## src/rtl/mpu_pkg.sv

```systemverilog
// Package: shared register selectors, bit positions and receiver state type
// for the multiprocessor-addressed serial receive filter.
package mpu_pkg;

    typedef enum logic [1:0] {
        REG_CTRL = 2'd0,
        REG_STAT = 2'd1,
        REG_DATA = 2'd2,
        REG_NONE = 2'd3
    } reg_sel_e;

    // control register bit positions
    localparam int CTL_IE   = 0;
    localparam int CTL_MPM  = 1;
    localparam int CTL_SYNC = 2;
    localparam int CTL_WAIT = 3;

    // status register bit positions
    localparam int ST_FULL = 0;
    localparam int ST_FERR = 1;
    localparam int ST_ORER = 2;
    localparam int ST_MPB  = 3;

    localparam int NUM_CLR_FLAGS = 3;

    typedef enum logic {
        RX_IDLE = 1'b0,
        RX_BUSY = 1'b1
    } rx_state_e;

endpackage

```

## src/rtl/mpu_rx_shift.sv

```systemverilog
// Module: mpu_rx_shift
// Oversampling frame receiver. Detects a start bit and confirms it at its
// midpoint. Shifts data in LSB first, captures the marker bit when marker
// mode was on at frame start, and samples the stop bit.
// Assumes: rxd is synchronous to clk; OSR is a power of two >= 4.
module mpu_rx_shift #(
    parameter int DATA_W = 8,
    parameter int OSR    = 16
) (
    input  logic              clk,
    input  logic              rst_n,
    input  logic              tick_i,
    input  logic              rxd_i,
    input  logic              mp_mode_i,
    output logic              done_o,
    output logic [DATA_W-1:0] data_o,
    output logic              mp_o,
    output logic              stop_ok_o
);
    import mpu_pkg::*;

    localparam int PH_W  = $clog2(OSR);
    localparam int MID   = OSR / 2;
    localparam int IDX_W = $clog2(DATA_W + 3);

    rx_state_e         state_q;
    logic [PH_W-1:0]   ph_q;
    logic [IDX_W-1:0]  idx_q;
    logic [DATA_W-1:0] sh_q;
    logic              mp_q;
    logic              mp_frame_q;
    logic [IDX_W-1:0]  last_idx;
    logic              sample;

    // index of the stop bit for the frame in progress
    assign last_idx  = mp_frame_q ? IDX_W'(DATA_W + 2) : IDX_W'(DATA_W + 1);
    // a bit midpoint is reached on this tick
    assign sample    = (state_q == RX_BUSY) && tick_i && (ph_q == PH_W'(MID));
    assign done_o    = sample && (idx_q == last_idx);
    assign data_o    = sh_q;
    assign mp_o      = mp_frame_q & mp_q;
    assign stop_ok_o = rxd_i;

    // frame sequencing: start detection, midpoint sampling, shifting
    always_ff @(posedge clk) begin
        if (!rst_n) begin
            state_q    <= RX_IDLE;
            ph_q       <= '0;
            idx_q      <= '0;
            sh_q       <= '0;
            mp_q       <= 1'b0;
            mp_frame_q <= 1'b0;
        end else if (state_q == RX_IDLE) begin
            if (tick_i && !rxd_i) begin
                state_q    <= RX_BUSY;
                ph_q       <= PH_W'(1);
                idx_q      <= '0;
                mp_q       <= 1'b0;
                mp_frame_q <= mp_mode_i;
            end
        end else if (tick_i) begin
            ph_q <= ph_q + PH_W'(1);
            if (sample) begin
                if (idx_q == '0 && rxd_i) begin
                    state_q <= RX_IDLE;
                end else if (idx_q == last_idx) begin
                    state_q <= RX_IDLE;
                end else begin
                    if (idx_q != '0 && idx_q <= IDX_W'(DATA_W)) begin
                        sh_q <= {rxd_i, sh_q[DATA_W-1:1]};
                    end else if (idx_q == IDX_W'(DATA_W + 1)) begin
                        mp_q <= rxd_i;
                    end
                    idx_q <= idx_q + IDX_W'(1);
                end
            end
        end
    end

    AST_IDX_BOUND: assert property (@(posedge clk) disable iff (!rst_n)
        (state_q == RX_BUSY) |-> (idx_q <= last_idx));

    AST_GLITCH_DROP: assert property (@(posedge clk) disable iff (!rst_n)
        (sample && idx_q == '0 && rxd_i) |=> (state_q == RX_IDLE));

endmodule

```

## src/rtl/mpu_wake_filter.sv

```systemverilog
// Module: mpu_wake_filter
// Holds the wait-for-marker control. While active it rejects frames
// whose marker bit is 0 and clears itself on a frame with marker 1.
// Assumes: done_i is a single-cycle completion pulse.
module mpu_wake_filter (
    input  logic clk,
    input  logic rst_n,
    input  logic done_i,
    input  logic frame_mp_i,
    input  logic mp_mode_i,
    input  logic sync_i,
    input  logic sw_wr_i,
    input  logic sw_val_i,
    output logic wait_o,
    output logic accept_o,
    output logic wake_o
);
    logic wait_q;
    logic active;

    // the filter only operates in asynchronous marker mode
    assign active   = wait_q && mp_mode_i && !sync_i;
    assign accept_o = done_i && !(active && !frame_mp_i);
    assign wake_o   = done_i && active && frame_mp_i;
    assign wait_o   = wait_q;

    // wait control: hardware clear on wake has priority over software
    always_ff @(posedge clk) begin
        if (!rst_n) begin
            wait_q <= 1'b0;
        end else if (wake_o) begin
            wait_q <= 1'b0;
        end else if (sw_wr_i) begin
            wait_q <= sw_val_i;
        end
    end

    AST_WAKE_CLEARS: assert property (@(posedge clk) disable iff (!rst_n)
        wake_o |=> !wait_q);

    AST_WAIT_HOLDS: assert property (@(posedge clk) disable iff (!rst_n)
        (done_i && !accept_o && !sw_wr_i) |=> wait_q);

endmodule

```

## src/rtl/mpu_rx_regs.sv

```systemverilog
// Module: mpu_rx_regs
// Control, status and data registers with the software port. Applies
// accepted frames to the data register and flags, resolves software
// clears against same-cycle completions, and drives the interrupt levels.
// Assumes: DATA_W >= 4 so that control and status fit in one word.
module mpu_rx_regs #(
    parameter int DATA_W = 8
) (
    input  logic              clk,
    input  logic              rst_n,
    input  logic [1:0]        addr_i,
    input  logic              wr_en_i,
    input  logic              rd_en_i,
    input  logic [DATA_W-1:0] wdata_i,
    output logic [DATA_W-1:0] rdata_o,
    input  logic              done_i,
    input  logic              accept_i,
    input  logic [DATA_W-1:0] frame_data_i,
    input  logic              frame_mp_i,
    input  logic              stop_ok_i,
    input  logic              wait_i,
    output logic              ie_o,
    output logic              mpm_o,
    output logic              sync_o,
    output logic              wait_wr_o,
    output logic              wait_val_o,
    output logic              rx_irq_o,
    output logic              err_irq_o
);
    import mpu_pkg::*;

    logic                     ie_q, mpm_q, sync_q, mpb_q;
    logic [DATA_W-1:0]        data_q;
    logic                     flag_q  [NUM_CLR_FLAGS];
    logic                     armed_q [NUM_CLR_FLAGS];
    logic [NUM_CLR_FLAGS-1:0] clr_req, set_req, flags;
    logic                     wr_ctrl, wr_stat, rd_stat, full_eff;

    assign wr_ctrl = wr_en_i && (addr_i == REG_CTRL);
    assign wr_stat = wr_en_i && (addr_i == REG_STAT);
    assign rd_stat = rd_en_i && (addr_i == REG_STAT);

    // full as seen by a completing frame, after any same-cycle clear
    assign full_eff = flags[ST_FULL] && !clr_req[ST_FULL];

    // per-flag set conditions from an accepted frame
    always_comb begin
        set_req          = '0;
        set_req[ST_FULL] = accept_i && !full_eff;
        set_req[ST_ORER] = accept_i && full_eff;
        set_req[ST_FERR] = accept_i && !stop_ok_i;
    end

    genvar gi;
    generate
        for (gi = 0; gi < NUM_CLR_FLAGS; gi++) begin : g_flag
            assign flags[gi]   = flag_q[gi];
            assign clr_req[gi] = wr_stat && !wdata_i[gi] && armed_q[gi];

            // flag register: a set from a frame wins over a clear
            always_ff @(posedge clk) begin
                if (!rst_n) begin
                    flag_q[gi] <= 1'b0;
                end else if (set_req[gi]) begin
                    flag_q[gi] <= 1'b1;
                end else if (clr_req[gi]) begin
                    flag_q[gi] <= 1'b0;
                end
            end

            // clear arming: a status read records which flags were seen set
            always_ff @(posedge clk) begin
                if (!rst_n) begin
                    armed_q[gi] <= 1'b0;
                end else if (clr_req[gi]) begin
                    armed_q[gi] <= 1'b0;
                end else if (rd_stat) begin
                    armed_q[gi] <= flag_q[gi];
                end
            end
        end
    endgenerate

    // data register and received marker bit
    always_ff @(posedge clk) begin
        if (!rst_n) begin
            data_q <= '0;
            mpb_q  <= 1'b0;
        end else begin
            if (set_req[ST_FULL]) data_q <= frame_data_i;
            if (accept_i)         mpb_q  <= frame_mp_i;
        end
    end

    // software-owned control bits
    always_ff @(posedge clk) begin
        if (!rst_n) begin
            ie_q   <= 1'b0;
            mpm_q  <= 1'b0;
            sync_q <= 1'b0;
        end else if (wr_ctrl) begin
            ie_q   <= wdata_i[CTL_IE];
            mpm_q  <= wdata_i[CTL_MPM];
            sync_q <= wdata_i[CTL_SYNC];
        end
    end

    // read multiplexer
    always_comb begin
        rdata_o = '0;
        case (addr_i)
            REG_CTRL: begin
                rdata_o[CTL_IE]   = ie_q;
                rdata_o[CTL_MPM]  = mpm_q;
                rdata_o[CTL_SYNC] = sync_q;
                rdata_o[CTL_WAIT] = wait_i;
            end
            REG_STAT: begin
                rdata_o[ST_FULL] = flags[ST_FULL];
                rdata_o[ST_FERR] = flags[ST_FERR];
                rdata_o[ST_ORER] = flags[ST_ORER];
                rdata_o[ST_MPB]  = mpb_q;
            end
            REG_DATA: rdata_o = data_q;
            default:  rdata_o = '0;
        endcase
    end

    assign ie_o       = ie_q;
    assign mpm_o      = mpm_q;
    assign sync_o     = sync_q;
    assign wait_wr_o  = wr_ctrl;
    assign wait_val_o = wdata_i[CTL_WAIT];
    assign rx_irq_o   = ie_q && flags[ST_FULL];
    assign err_irq_o  = ie_q && (flags[ST_FERR] || flags[ST_ORER]);

    AST_OVERRUN_KEEPS_DATA: assert property (@(posedge clk) disable iff (!rst_n)
        (accept_i && flags[ST_FULL] && !wr_stat) |=> ($stable(data_q) && flags[ST_ORER]));

    AST_DISCARD_NO_EFFECT: assert property (@(posedge clk) disable iff (!rst_n)
        (done_i && !accept_i && !wr_en_i) |=> ($stable(flags) && $stable(data_q)));

    AST_CLEAR_NEEDS_READ: assert property (@(posedge clk) disable iff (!rst_n)
        (wr_stat && !wdata_i[ST_FULL] && flags[ST_FULL] && !armed_q[ST_FULL]) |=> flags[ST_FULL]);

    AST_LOAD_SETS_FULL: assert property (@(posedge clk) disable iff (!rst_n)
        (accept_i && !flags[ST_FULL]) |=> flags[ST_FULL]);

endmodule

```

## src/rtl/mp_uart_rx_filter.sv

```systemverilog
// Module: mp_uart_rx_filter (top)
// Asynchronous serial receiver with wait-for-marker wake-up filtering.
// Connects the frame receiver, the wake filter and the register block.
// Assumes: os_tick pulses OSR times per bit; rxd is synchronous to clk.
module mp_uart_rx_filter #(
    parameter int DATA_W = 8,
    parameter int OSR    = 16
) (
    input  logic              clk,
    input  logic              rst_n,
    input  logic              os_tick,
    input  logic              rxd,
    input  logic [1:0]        addr,
    input  logic              wr_en,
    input  logic              rd_en,
    input  logic [DATA_W-1:0] wdata,
    output logic [DATA_W-1:0] rdata,
    output logic              rx_irq,
    output logic              err_irq
);
    logic              done, frame_mp, stop_ok, accept, wake, wait_q;
    logic              ie, mpm, sync_mode, wait_wr, wait_val;
    logic [DATA_W-1:0] frame_data;

    mpu_rx_shift #(.DATA_W(DATA_W), .OSR(OSR)) u_shift (
        .clk       (clk),
        .rst_n     (rst_n),
        .tick_i    (os_tick),
        .rxd_i     (rxd),
        .mp_mode_i (mpm),
        .done_o    (done),
        .data_o    (frame_data),
        .mp_o      (frame_mp),
        .stop_ok_o (stop_ok)
    );

    mpu_wake_filter u_filter (
        .clk        (clk),
        .rst_n      (rst_n),
        .done_i     (done),
        .frame_mp_i (frame_mp),
        .mp_mode_i  (mpm),
        .sync_i     (sync_mode),
        .sw_wr_i    (wait_wr),
        .sw_val_i   (wait_val),
        .wait_o     (wait_q),
        .accept_o   (accept),
        .wake_o     (wake)
    );

    mpu_rx_regs #(.DATA_W(DATA_W)) u_regs (
        .clk          (clk),
        .rst_n        (rst_n),
        .addr_i       (addr),
        .wr_en_i      (wr_en),
        .rd_en_i      (rd_en),
        .wdata_i      (wdata),
        .rdata_o      (rdata),
        .done_i       (done),
        .accept_i     (accept),
        .frame_data_i (frame_data),
        .frame_mp_i   (frame_mp),
        .stop_ok_i    (stop_ok),
        .wait_i       (wait_q),
        .ie_o         (ie),
        .mpm_o        (mpm),
        .sync_o       (sync_mode),
        .wait_wr_o    (wait_wr),
        .wait_val_o   (wait_val),
        .rx_irq_o     (rx_irq),
        .err_irq_o    (err_irq)
    );

    AST_WAKE_ONLY_ON_DONE: assert property (@(posedge clk) disable iff (!rst_n)
        wake |-> (done && accept));

endmodule

```

## config.mk

```make
export PLATFORM = sky130hd
export DESIGN_NAME = mp_uart_rx_filter
export DESIGN_NICKNAME = d
export VERILOG_FILES = /design/src/rtl/mpu_pkg.sv /design/src/rtl/mpu_rx_shift.sv /design/src/rtl/mpu_wake_filter.sv /design/src/rtl/mpu_rx_regs.sv /design/src/rtl/mp_uart_rx_filter.sv
export SDC_FILE = /design/constraint.sdc
export NUM_CORES = 1
export LEC_CHECK = 0
export ABC_AREA = 0
export BUFFER_PORTS_ARGS = -buffer_cell sky130_fd_sc_hd__buf_2
export CAP_MARGIN = 20
export CELL_PAD_IN_SITES_DETAIL_PLACEMENT = 1
export CELL_PAD_IN_SITES_GLOBAL_PLACEMENT = 1
export CORE_UTILIZATION = 45
export CTS_CLUSTER_DIAMETER = 120
export DETAILED_ROUTE_END_ITERATION = 6
export GPL_TIMING_DRIVEN = 0
export HOLD_SLACK_MARGIN = 0.06
export PLACE_DENSITY_LB_ADDON = 0.15
export SYNTH_ARGS = -nofsm -noshare
export SYNTH_HDL_FRONTEND = slang
export SYNTH_SLANG_ARGS = --single-unit
```

## constraint.sdc

```tcl
create_clock -name clk -period 5.2 [get_ports clk]
set_clock_uncertainty 0.05 [all_clocks]
set_input_delay 0.78 -clock clk [delete_from_list [all_inputs] [get_ports clk]]
set_output_delay 0.78 -clock clk [all_outputs]
set_load 0.1 [all_outputs]
```

==> After elaboration in Yosys (flattened, before gate mapping) <==
Memories as Yosys holds them, arrays and structs flattened.
Cells that the tools add are included.
{ "op_classes": {"mux": 76, "n_eq_ne": 11, "n_reduce_logical": 47, "n_addsub": 2, "bitwise_logic": 17, "order_cmp": 1} }
{ "op_table": {"columns": ["cell", "n"], "rows": [
  ["$mux W1", 64],
  ["$mux W4", 10],
  ["$logic_and A1 B1 Y1", 27],
  ["$ne A2 B2 Y1 const B", 6],
  ["$or A1 B1 Y1", 12],
  ["$pmux W4 S3", 1],
  ["$logic_not A1 Y1", 9],
  ["$add A4 B1 Y4 const B", 2],
  ["$eq A4 B4 Y1 const B", 2],
  ["$reduce_and A7 Y1", 1],
  ["$reduce_and A6 Y1", 1],
  ["$reduce_and A5 Y1", 1],
  ["$eq A4 B4 Y1", 1],
  ["$le A4 B4 Y1 const B", 1],
  ["$logic_not A4 Y1", 1],
  ["$not A1 Y1", 4],
  ["$reduce_and A2 Y1", 2],
  ["$reduce_bool A4 Y1", 1],
  ["$eq A2 B1 Y1 const B", 1],
  ["$eq A2 B2 Y1 const B", 1],
  ["$logic_not A2 Y1", 1],
  ["$mux W2", 1],
  ["$reduce_bool A2 Y1", 1],
  ["$reduce_or A2 Y1", 1],
  ["2 further kinds", 2]
]} }
{ "word_totals": {"memories": 2, "regBits": 32, "out_inout_bits": 10, "ramBits": 6, "inputBits": 16, "word_cells": 168} }
{ "memory_table": {"columns": ["memory", "depth", "width", "rd", "rd_clocked_by_memory_dff", "write_ports", "line", "rtl"], "rows": [
  ["u_regs.armed_q", 3, 1, 3, 0, 3, "mpu_rx_regs.sv:35", "logic armed_q [NUM_CLR_FLAGS];"],
  ["u_regs.flag_q", 3, 1, 3, 0, 3, "mpu_rx_regs.sv:34", "logic flag_q [NUM_CLR_FLAGS];"]
]} }

==> Depth between registers and ports, before layout <==
Gate-level depths: netlist (run 1).
{ "logic_depth": {"ltp_word": 13, "mapped_depth": 6, "depth_no_buf": 6} }

==> Hierarchy <==
From an unflattened synthesis (run 1), not the netlist that was laid out.
{ "hier_totals": {"cells_unflattened": 261, "area_unflattened_um2": 2321.0} }
{ "by_module_without_submodules": {"columns": ["module", "seq_area_each_um2", "cells_each", "instances", "area_per_inst_um2"], "rows": [
  ["mpu_rx_regs", 400.4, 128, 1, 1128.6],
  ["mpu_rx_shift", 380.4, 125, 1, 1116.1],
  ["mpu_wake_filter", 20.0, 8, 1, 76.3]
]} }

==> Worst setup path before layout (run 1) <==
OpenSTA, ideal clock, no wires.
{ "synth_timing": {"kind": "input to output", "from": "input addr[1]", "to": "output rdata[1]", "required_time_ns": 4.370, "cell_stages": 3, "arrival_ns": 3.114, "n_path_buf": 1, "setup_slack_ns": 1.256, "cell_sequence": "buf_6 > mux2i_1 > o21ai_0"} }
{ "synth_via": {"elab_chain_len": 2, "elab_cells_between_ends": 4, "cone_classes": "2 x eq/ne; 1 x mux; 1 x reduce/logical"} }
{ "synth_rtl": {"columns": ["item", "line", "rtl"], "rows": [
  ["start, declared", "mp_uart_rx_filter.sv:13", "input logic [1:0] addr,"],
  ["$eq A2 B2 Y1 (tied with other cells)", "mpu_rx_regs.sv:111", "case (addr_i)"],
  ["$pmux W4 S3 *", "mpu_rx_regs.sv:111", null],
  ["end, declared", "mp_uart_rx_filter.sv:17", "output logic [DATA_W-1:0] rdata,"]
]} }
Every way passes the cells marked *; elsewhere a longest branch is shown, timed or not.

==> Final worst setup path (run 1) <==
{ "layout_timing": {"from": "input addr[0]", "to": "output rdata[0]"} }
Same word-level chain as after synthesis.

==> flow_metrics.tcl, run 1 <==
set metrics [dict create \
    yosysSeqAreaShare_pct 41.40 \
    yosysWarnings 0 \
    period_needed_ns 2.862 \
    place_congestion 0.8268 \
    cts_hold_buf 0 \
    critPathMaxStageDelay_ns 0.47 \
    ant_nets 0 \
    post_cts_buffers 0 \
    cts_root_buffer "clkbuf_8" \
    syn_area_per_cell_um2 9.211 \
    slew_headroom_pct 64.66 \
    area_delta_synth_final_pct 15.01 \
    wl_per_cell_um 17.36 \
    ios 26 \
    cp_slowest_cell "buf_2" \
    fill_cells 492 \
    maxCapViolCount 0 \
    grt_pass1_vias 1746 \
    routed-via-count 1673 \
    required_ns 4.37 \
    fp.dieArea_mm2 0.004565 \
    drive_above_1_share_pct 16.88 \
    crit_buf_inv 2 \
    holdPathStages 2 \
    min_period_over_period_pct 55.05 \
    synth_top_area_share_pct 35.19 \
    path_delay_family "buffers and inverters" \
    status "completed" \
    diodes 0 \
    setup_tns_ns 0 \
    fp-row-count 23 \
    numCtsBuffers 5 \
    post_cts_resized 0 \
    h-tree-depth 2 \
    numClockSinks 38 \
    grt_pass1_wl_um 8128 \
    reg2reg_depth 4 \
    power.density_mw_per_mm2 286.7 \
    cp_data_arrival_time_ns 2.03 \
    path_depth 5 \
    worstSkewPairLatency_ns 0.30 \
    fin_area_mm2 0.002225 \
    initial_core_util_pct 47.67 \
    nets 257 \
    synth_fp_nets 231 \
    drcViolationCount 0 \
    portBuffers 19 \
    place_hpwl_um 3655 \
    synthDistinctLibCells 47 \
    die_x_um 67.57 \
    clock.fmax_mhz 349.4 \
    worstPathMaxFanout 8 \
    endpoint_kind "output port" \
    path_clk_slew_ns 0.08 \
    hp-class "reg -> reg" \
    worstSetupStartpointType "input port" \
    dpl-instance-area_mm2 0.002092 \
    setup_viol 0 \
    clk_path_buf_depth 2 \
    p_leak_nw 0.9355 \
    path_cells "buf_2 > nor2b_1 > nand2_1 > o21ai_0 > buf_2" \
    finalHoldViolations 0 \
    die_height_um 67.57 \
    ys_ff_latch 38 \
    core_mm2 0.004058 \
    grt_max_degree 14 \
    crit_top_cell "buf_2" \
    drt-total-wl_um 4983 \
    cts_tree "built" \
    crit_type "in -> out" \
    vdd_drop_max_v 0.0002534 \
    dr.first_iter.drc_count 89 \
    syn_area_mm2 0.001934 \
    globalRouteOverflowTotal 0 \
    synth_flop_cell "dfxtp_1" \
    via_per_inst 5.829 \
    synthCells 210 \
    antenna_found_initial 0 \
    synth_edf_count 4 \
    tightest_slew_ns 0.5302 \
    ys_top_cells_by_area "dfxtp_1 (35%), mux2i_1 (13%), nand2_1 (7.8%)" \
    synth_top_area_cell "dfxtp_1" \
    async_flop_share_pct 0 \
    drv_slew 0 \
    rsz0062_at_grt "false" \
    detail_route.first_pass.iterations 4 \
    grt.total_usage_pct 24.33 \
]
[synthesized netlist by cell type, drive strengths merged, types with 2 or more instances]
cell / n
o21ai: 9
mux2i: 25
clkbuf: 4
nor2b: 2
nand4: 3
o211ai: 2
a21oi: 6
o21a: 3
inv: 8
or3b: 2
buf: 2
and2: 7
edfxtp: 4
nand2b: 2
ha: 5
and4: 3
and3b: 2
nand3: 8
nand3b: 3
a22oi: 2
dfxtp: 34
nor3b: 4
nand2: 40
mux2: 2
nor2: 11
a31oi: 2
[final cells by class]
cell class,count,area [um^2],area share [%]
Buffer,6,31.28,1.406
Inverter,8,30.03,1.350
Timing Repair Buffer,19,95.09,4.274
Tap cell,50,62.56,2.812
Multi-Input combinational cell,158,1072,48.20
Clock inverter,2,38.79,1.744
Sequential cell,38,800.8,36.00
Clock buffer,6,93.84,4.218
[worst paths after layout]
check	from	end	slack, ns
max reg2reg	u_shift.idx_q[0]$_SDFFE_PN0P_	u_regs.flag_q[0]$_SDFFCE_PP0P_	3.22
min	u_regs.data_q[5]$_SDFFE_PN0P_	u_regs.data_q[5]$_SDFFE_PN0P_	0.42
min reg2reg	u_regs.data_q[5]$_SDFFE_PN0P_	u_regs.data_q[5]$_SDFFE_PN0P_	0.42
max	addr[0]	rdata[0]	2.34
[cells in the final DEF, fill, tap and decap left out, types with 3 or more instances in the layout]
cell type / Yosys / final
nand3_1: 7 / 7
inv_1: 8 / 8
nor3b_1: 3 / 3
ha_1: 5 / 5
nand2_1: 40 / 40
o21ai_0: 9 / 9
nand3b_1: 3 / 3
buf_2: 1 / 20
dfxtp_1: 34 / 34
clkbuf_8: 0 / 5
edfxtp_1: 4 / 4
a21oi_1: 6 / 6
clkbuf_1: 4 / 4
and2_1: 7 / 7
and4_1: 3 / 3
mux2i_1: 25 / 25
nor2_1: 11 / 11
o21a_1: 3 / 3
[through the flow]
| stage | hold slack (ns) | setup WS, ns | power, W | utilization (%) | instances |
|---|---|---|---|---|---|
| CTS | 0.4181 | 2.323 | 0.0006375 | 54.83 | 287 |
| floorplan | 0.3846 | 1.256 | 0.0003389 | - | 210 |
| global placement | 0.3940 | 2.433 | 0.0003528 | 51.56 | 279 |
| finish | 0.4176 | 2.338 | 0.0006379 | 54.83 | 287 |
| detailed placement | 0.4025 | 2.373 | 0.0003551 | 51.56 | 279 |
| global route | 0.4447 | 2.256 | 0.0006548 | 54.83 | 287 |
[flip-flops by register name, summed over array words and instances (netlist names), 3 cells and up]
signal          flops
u_shift.idx_q       4
u_regs.armed_q      3
u_shift.data_o      8
u_regs.flag_q       3
u_shift.ph_q        4
u_regs.data_q       8
[worst reg2reg max path: stages, from the launching register on]
cell       delay (ns)
dfxtp_1          0.46
or3b_4           0.45
a2111oi_4        0.49
nand3_1          0.17
nand2_1          0.11
[kinds of logic (layout without fill, tap and decap cells)]
group,Yosys count,after routing,share of synthesized area (%)
flip-flops,38,38,41.40
AO/OA/AOI/OAI,33,33,12.16
buffers and inverters,14,41,3.169
XOR/XNOR,1,1,0.4529
adder cells (fa/ha/maj),5,5,3.234
AND/OR/NAND/NOR,92,92,25.48
multiplexers,27,27,14.10
[power breakdown]
part / leakage, nW / switching, W / internal (W)
logic: 0.553 / 0.0000323 / 0.0000137
clock network: 0.0665 / 0.000116 / 0.000173
registers: 0.316 / 0.00000303 / 0.000300
[metal layers]
metal,part of all wire [%],vias up,track usage (%)
met3,3.3,5,4.899
li1,-,805,-
met1,46,833,29.30
met5,0,-,0
met2,49,30,41.21
met4,1.3,0,10.90
Note: power is estimated with default switching activity, not from simulation.
==> run 2: changes to the inputs <==
- CORE_UTILIZATION: 45 -> 43
- clock period: 5.2 -> 2.7 ns (I/O delays scaled with it)
==> run 2 against run 1 <==
Global-route usage decreased by 2.2 points. Clock-buffer cell count unchanged. Flip-flop and latch count unchanged. Clock power increased by 91%. Core utilization decreased by 3.3 points. Total power increased by 92%.
==> flow_metrics.tcl, run 2 (synthesized netlist as in run 1, its figures left out) <==
set metrics [dict create \
    status "completed" \
    nets 257 \
    cts_hold_buf 0 \
    intPower_w 0.0009366 \
    final_cells 289 \
    multiInputGateArea_mm2 0.001072 \
    drcViolationCount 0 \
    power_frac_seq_pct 47.6 \
    numClockSinks 38 \
    p_leak_nw 0.9354 \
    final_common_cell "nand2_1" \
    post_cts_resized 0 \
    post_cts_buffers 0 \
    cts_tree "built" \
    p_switching_w 0.0002868 \
    hp-class "in -> reg" \
    detail_route.first_pass.iterations 4 \
    regArea_um2 800.8 \
    h-tree-depth 2 \
    portBuffers 19 \
    slew_headroom_pct 62.59 \
    final_cell_mix "nand2_1 (40), dfxtp_1 (34), mux2i_1 (25)" \
    area_delta_synth_final_pct 15.14 \
    setup_tns_ns 0 \
    ant_nets 0 \
    antenna_found_initial 0 \
    maxCapViolCount 0 \
    wl_per_cell_um 17.20 \
    clock.fmax_mhz 472.3 \
    tightest_slew_ns 0.5611 \
    cp_data_arrival_time_ns 1.66 \
    place_hpwl_um 3703 \
    grt_pass1_wl_um 8280 \
    worstSkewPairLatency_ns 0.30 \
    routed-via-count 1615 \
    fp.dieArea_mm2 0.004771 \
    place_congestion 0.8163 \
    fill_cells 515 \
    crit_type "in -> out" \
    via_per_inst 5.588 \
    numCtsBuffers 5 \
    fp-row-count 24 \
    core_mm2 0.004324 \
    power.share.switching_pct 23.44 \
    power.density_mw_per_mm2 549.3 \
    globalRouteOverflowTotal 0 \
    die_x_um 69.07 \
    drv_slew 0 \
    initial_core_util_pct 44.73 \
    setup_viol 0 \
    worstPathMaxFanout 8 \
    cts_root_buffer "clkbuf_8" \
    grt.total_usage_pct 22.09 \
    clk_path_buf_depth 2 \
    vdd_drop_max_v 0.0003042 \
    grt_max_degree 14 \
    required_ns 2.25 \
    drt-total-wl_um 4971 \
    rsz0062_at_grt "false" \
    combPwrFrac_pct 7.3 \
    min_period_over_period_pct 78.42 \
    die_height_um 69.07 \
    worstSetupStartpointType "input port" \
    grt_pass1_vias 1681 \
    period_needed_ns 2.117 \
    endpoint_kind "output port" \
    drive_above_1_share_pct 16.88 \
    clkPwrFrac_pct 45.1 \
    finalHoldViolations 0 \
    placed_cells_incl_taps 281 \
    path_clk_slew_ns 0.08 \
    dr.first_iter.drc_count 43 \
    ios 26 \
    diodes 0 \
]
==> run 2: worst paths after layout <==
check                                 from                              to  slack (ns)  cells after the start
max reg2reg  u_shift.idx_q[0]$_SDFFE_PN0P_  u_regs.flag_q[1]$_SDFFCE_PP0P_        0.70                      4
max                                addr[0]                        rdata[2]        0.58                      5
min                               wdata[0]        u_regs.ie_o$_SDFFE_PN0P_        0.33                      3
min reg2reg  u_regs.data_q[5]$_SDFFE_PN0P_   u_regs.data_q[5]$_SDFFE_PN0P_        0.42                      2
==> run 2: cell type report <==
cell class | instances | share of cell area (%)
inverter | 8 | 1.348
clock inverter | 2 | 1.742
buffer | 6 | 1.404
clock buffer | 6 | 4.213
tap | 52 | 2.921
timing repair buffer | 19 | 4.270
multi-input combinational | 158 | 48.15
sequential | 38 | 35.95
==> run 2: per-layer routing <==
| metal | vias up | global-route usage, % | routed length, um |
|---|---|---|---|
| li1 | 796 | - | - |
| met1 | 791 | 27.26 | 2335 |
| met2 | 24 | 37.76 | 2438 |
| met3 | 4 | 5.848 | 157 |
| met4 | 0 | 6.122 | 40 |
| met5 | - | 0 | 0 |
==> run 2: per-stage QoR <==
step           cell area [um^2]  hold slack (ns)  setup WS, ns  power (W)  utilization [%]
6_report                   2227           0.3283        0.5828   0.001223            51.50
3_3_place_gp               2095           0.3935        0.6652  0.0006800            48.44
3_5_place_dp               2095           0.4069        0.6268  0.0006844            48.44
2_1_floorplan              1934           0.3846        0.2614  0.0006528                -
4_1_cts                    2227           0.3231        0.5999   0.001234            51.50
5_1_grt                    2227           0.3268        0.5112   0.001270            51.50
==> run 2: worst max-delay path, cell delays in order <==
cell	delay, ns
buf_2	0.17
nor2b_1	0.42
nand2_1	0.13
o21ai_1	0.10
buf_2	0.44
==> run 2: power by group through the flow <==
| stage | clock, W | sequential [W] | combinational, W |
|---|---|---|---|
| after global placement | 0 | 0.000595 | 0.0000845 |
| after floorplan | 0 | 0.000594 | 0.0000588 |
| after detailed placement | 0 | 0.000596 | 0.0000885 |
| after CTS | 0.000562 | 0.000583 | 0.0000896 |
| after global routing | 0.000590 | 0.000584 | 0.0000959 |
| final | 0.000552 | 0.000583 | 0.0000890 |
==> run 3: changes to the inputs <==
- ABC_AREA: 0 -> 1
- CORE_UTILIZATION: 43 -> 41
- clock period: 2.7 -> 2.2 ns (I/O delays scaled with it)
==> run 3 against run 2 <==
Combinational power up 89%. Global-route usage decreased by 1.6 points. Largest power group unchanged. Routed wire length shrank 7.2%. Worst hold slack worse by 0.033 ns. Sequential power increased by 25%. Register-to-register slack worse by 0.20 ns. Total power rose by 21%.
==> flow_metrics.tcl, run 3 <==
set metrics [dict create \
    status "completed" \
    period_needed_ns 1.843 \
    finalCoreUtilization_pct 49.01 \
    ys_ff_latch 38 \
    place_congestion 0.7493 \
    tightest_slew_ns 0.4740 \
    finalHoldViolations 0 \
    final_cell_mix "nand2_1 (73), inv_1 (42), dfxtp_1 (34)" \
    finalPower_w 0.001482 \
    numClockSinks 38 \
    post_cts_buffers 0 \
    slew_headroom_pct 68.20 \
    synth_common_cells "nand2_1 (73), inv_1 (43), nor2_1 (36)" \
    synth_most_common_cell "nand2_1" \
    synth_edf_count 4 \
    syn_area_mm2 0.001999 \
    grt_pass1_vias 1780 \
    drive_above_1_share_pct 17.74 \
    intPower_w 0.001104 \
    area_delta_synth_final_pct 15.02 \
    timing.final.ws_setup_ns 0.3571 \
    grt_pass1_wl_um 8259 \
    path_cells "buf_2 > inv_1 > nor2_1 > inv_1 > nor2_2 > buf_2" \
    ys_top_cells_by_area "dfxtp_1 (34%), nand2_1 (14%), inv_1 (8.1%)" \
    synth_fp_nets 302 \
    drcViolationCount 0 \
    placed_cells_incl_taps 356 \
    via_per_inst 4.874 \
    setup_viol 0 \
    h-tree-depth 2 \
    cp_data_arrival_time_ns 1.46 \
    power_frac_seq_pct 49.3 \
    required_ns 1.82 \
    place_hpwl_um 3572 \
    antenna_found_initial 0 \
    detail_route.first_pass.iterations 4 \
    vdd_drop_max_v 0.0002705 \
    nets 330 \
    ant_nets 0 \
    final_cells 364 \
    worstSetupStartpointType "input port" \
    wl_per_cell_um 12.68 \
    yosysWarnings 0 \
    routed-via-count 1774 \
    post_cts_resized 0 \
    critPathMaxStageDelay_ns 0.43 \
    hp-class "in -> reg" \
    p_leak_nw 1.093 \
    min_period_over_period_pct 83.77 \
    async_flop_share_pct 0 \
    ios 26 \
    final_common_cell "nand2_1" \
    die_height_um 71.83 \
    clock.fmax_mhz 542.6 \
    cp_slowest_cell "buf_2" \
    combPwrFrac_pct 11.3 \
    globalRouteOverflowTotal 0 \
    yosysSeqAreaShare_pct 40.05 \
    grt.total_usage_pct 20.52 \
    drt-total-wl_um 4615 \
    worstPathMaxFanout 5 \
    maxCapViolCount 0 \
    synth_top_area_share_pct 34.04 \
    endpoint_kind "output port" \
    rsz0062_at_grt "false" \
    portBuffers 21 \
    synthDistinctLibCells 31 \
    syn_area_per_cell_um2 7.115 \
    grt_max_degree 12 \
    clk_path_buf_depth 2 \
    initial_core_util_pct 42.61 \
    fp-row-count 25 \
    pre_cts_slack_ns 0.3301 \
    path_delay_family "buffers and inverters" \
    drv_slew 0 \
    synthCells 281 \
    clkPwrFrac_pct 39.4 \
    p_switching_w 0.0003785 \
    synth_top_area_cell "dfxtp_1" \
    dr.first_iter.drc_count 74 \
    worstSkewPairLatency_ns 0.29 \
    power.density_mw_per_mm2 644.5 \
    synth_flop_cell "dfxtp_1" \
    crit_buf_inv 4 \
    power.share.switching_pct 25.54 \
    path_clk_slew_ns 0.08 \
    crit_type "in -> out" \
    cts_hold_buf 0 \
    diodes 0 \
    die_x_um 71.83 \
    numCtsBuffers 5 \
    core_mm2 0.004692 \
    fp.dieArea_mm2 0.005160 \
    cts_root_buffer "clkbuf_8" \
    cts_tree "built" \
]
-- run 3: power groups by stage --
stage	sequential (W)	clock, W	combinational [W]
after floorplan	0.000743	0	0.000123
after global placement	0.000746	0	0.000165
after detailed placement	0.000747	0	0.000169
after CTS	0.000731	0.000598	0.000171
after global routing	0.000733	0.000627	0.000191
final	0.000731	0.000584	0.000168
-- run 3: per-stage QoR --
stage	hold slack, ns	instance area (um^2)	setup TNS, ns
6_report	0.2949	2300	0
5_1_grt	0.2997	2300	0
4_1_cts	0.2900	2300	0
3_5_place_dp	0.3921	2193	0
3_3_place_gp	0.3839	2193	0
2_1_floorplan	0.3688	2021	-0.7310
-- run 3: area by class of cell --
type	instances	area, um^2
well taps	54	67.56
flip-flops and latches	38	800.8
multi-input cells	189	1002
fillers	635	2392
repair buffers	21	105.1
inverters	49	183.9
clock inverters	1	30.03
plain buffers	5	33.78
clock buffers	7	76.32
-- run 3: worst reg2reg max path, cell delays in order, from the launching register on --
cell	delay, ns
dfxtp_1	0.37
inv_1	0.11
ha_1	0.18
inv_1	0.06
o21ai_0	0.14
nand2_1	0.11
nor2_4	0.11
nand4_4	0.14
buf_6	0.19
nor2_1	0.08
nor2_1	0.05
-- run 3: final timing paths --
check	startpoint	to	slack (ns)	cells after the start
max	addr[1]	rdata[4]	0.36	6
min reg2reg	u_shift.data_o[0]$_SDFFE_PN0P_	u_regs.data_q[0]$_SDFFE_PN0P_	0.40	2
max reg2reg	u_shift.idx_q[0]$_SDFFE_PN0P_	u_shift.data_o[6]$_SDFFE_PN0P_	0.50	10
min	wdata[0]	u_regs.ie_o$_SDFFE_PN0P_	0.29	3
-- run 3: per-layer routing --
layer,routed length (um),GRT usage [%],vias to the layer above
li1,-,-,936
met1,2285,26.14,815
met2,2144,34.28,16
met3,116,4.501,7
met4,68,7.190,0
met5,0,0,-
-- run 3: cell families (layout without fill, tap and decap cells) --
group | Yosys count | after routing | synth area share [%]
AO/OA/AOI/OAI | 35 | 35 | 9.700
XOR/XNOR | 3 | 3 | 1.314
adder cells (fa/ha/maj) | 5 | 5 | 3.129
buffers and inverters | 54 | 83 | 10.89
flip-flops | 38 | 38 | 40.05
AND/OR/NAND/NOR | 146 | 146 | 34.92
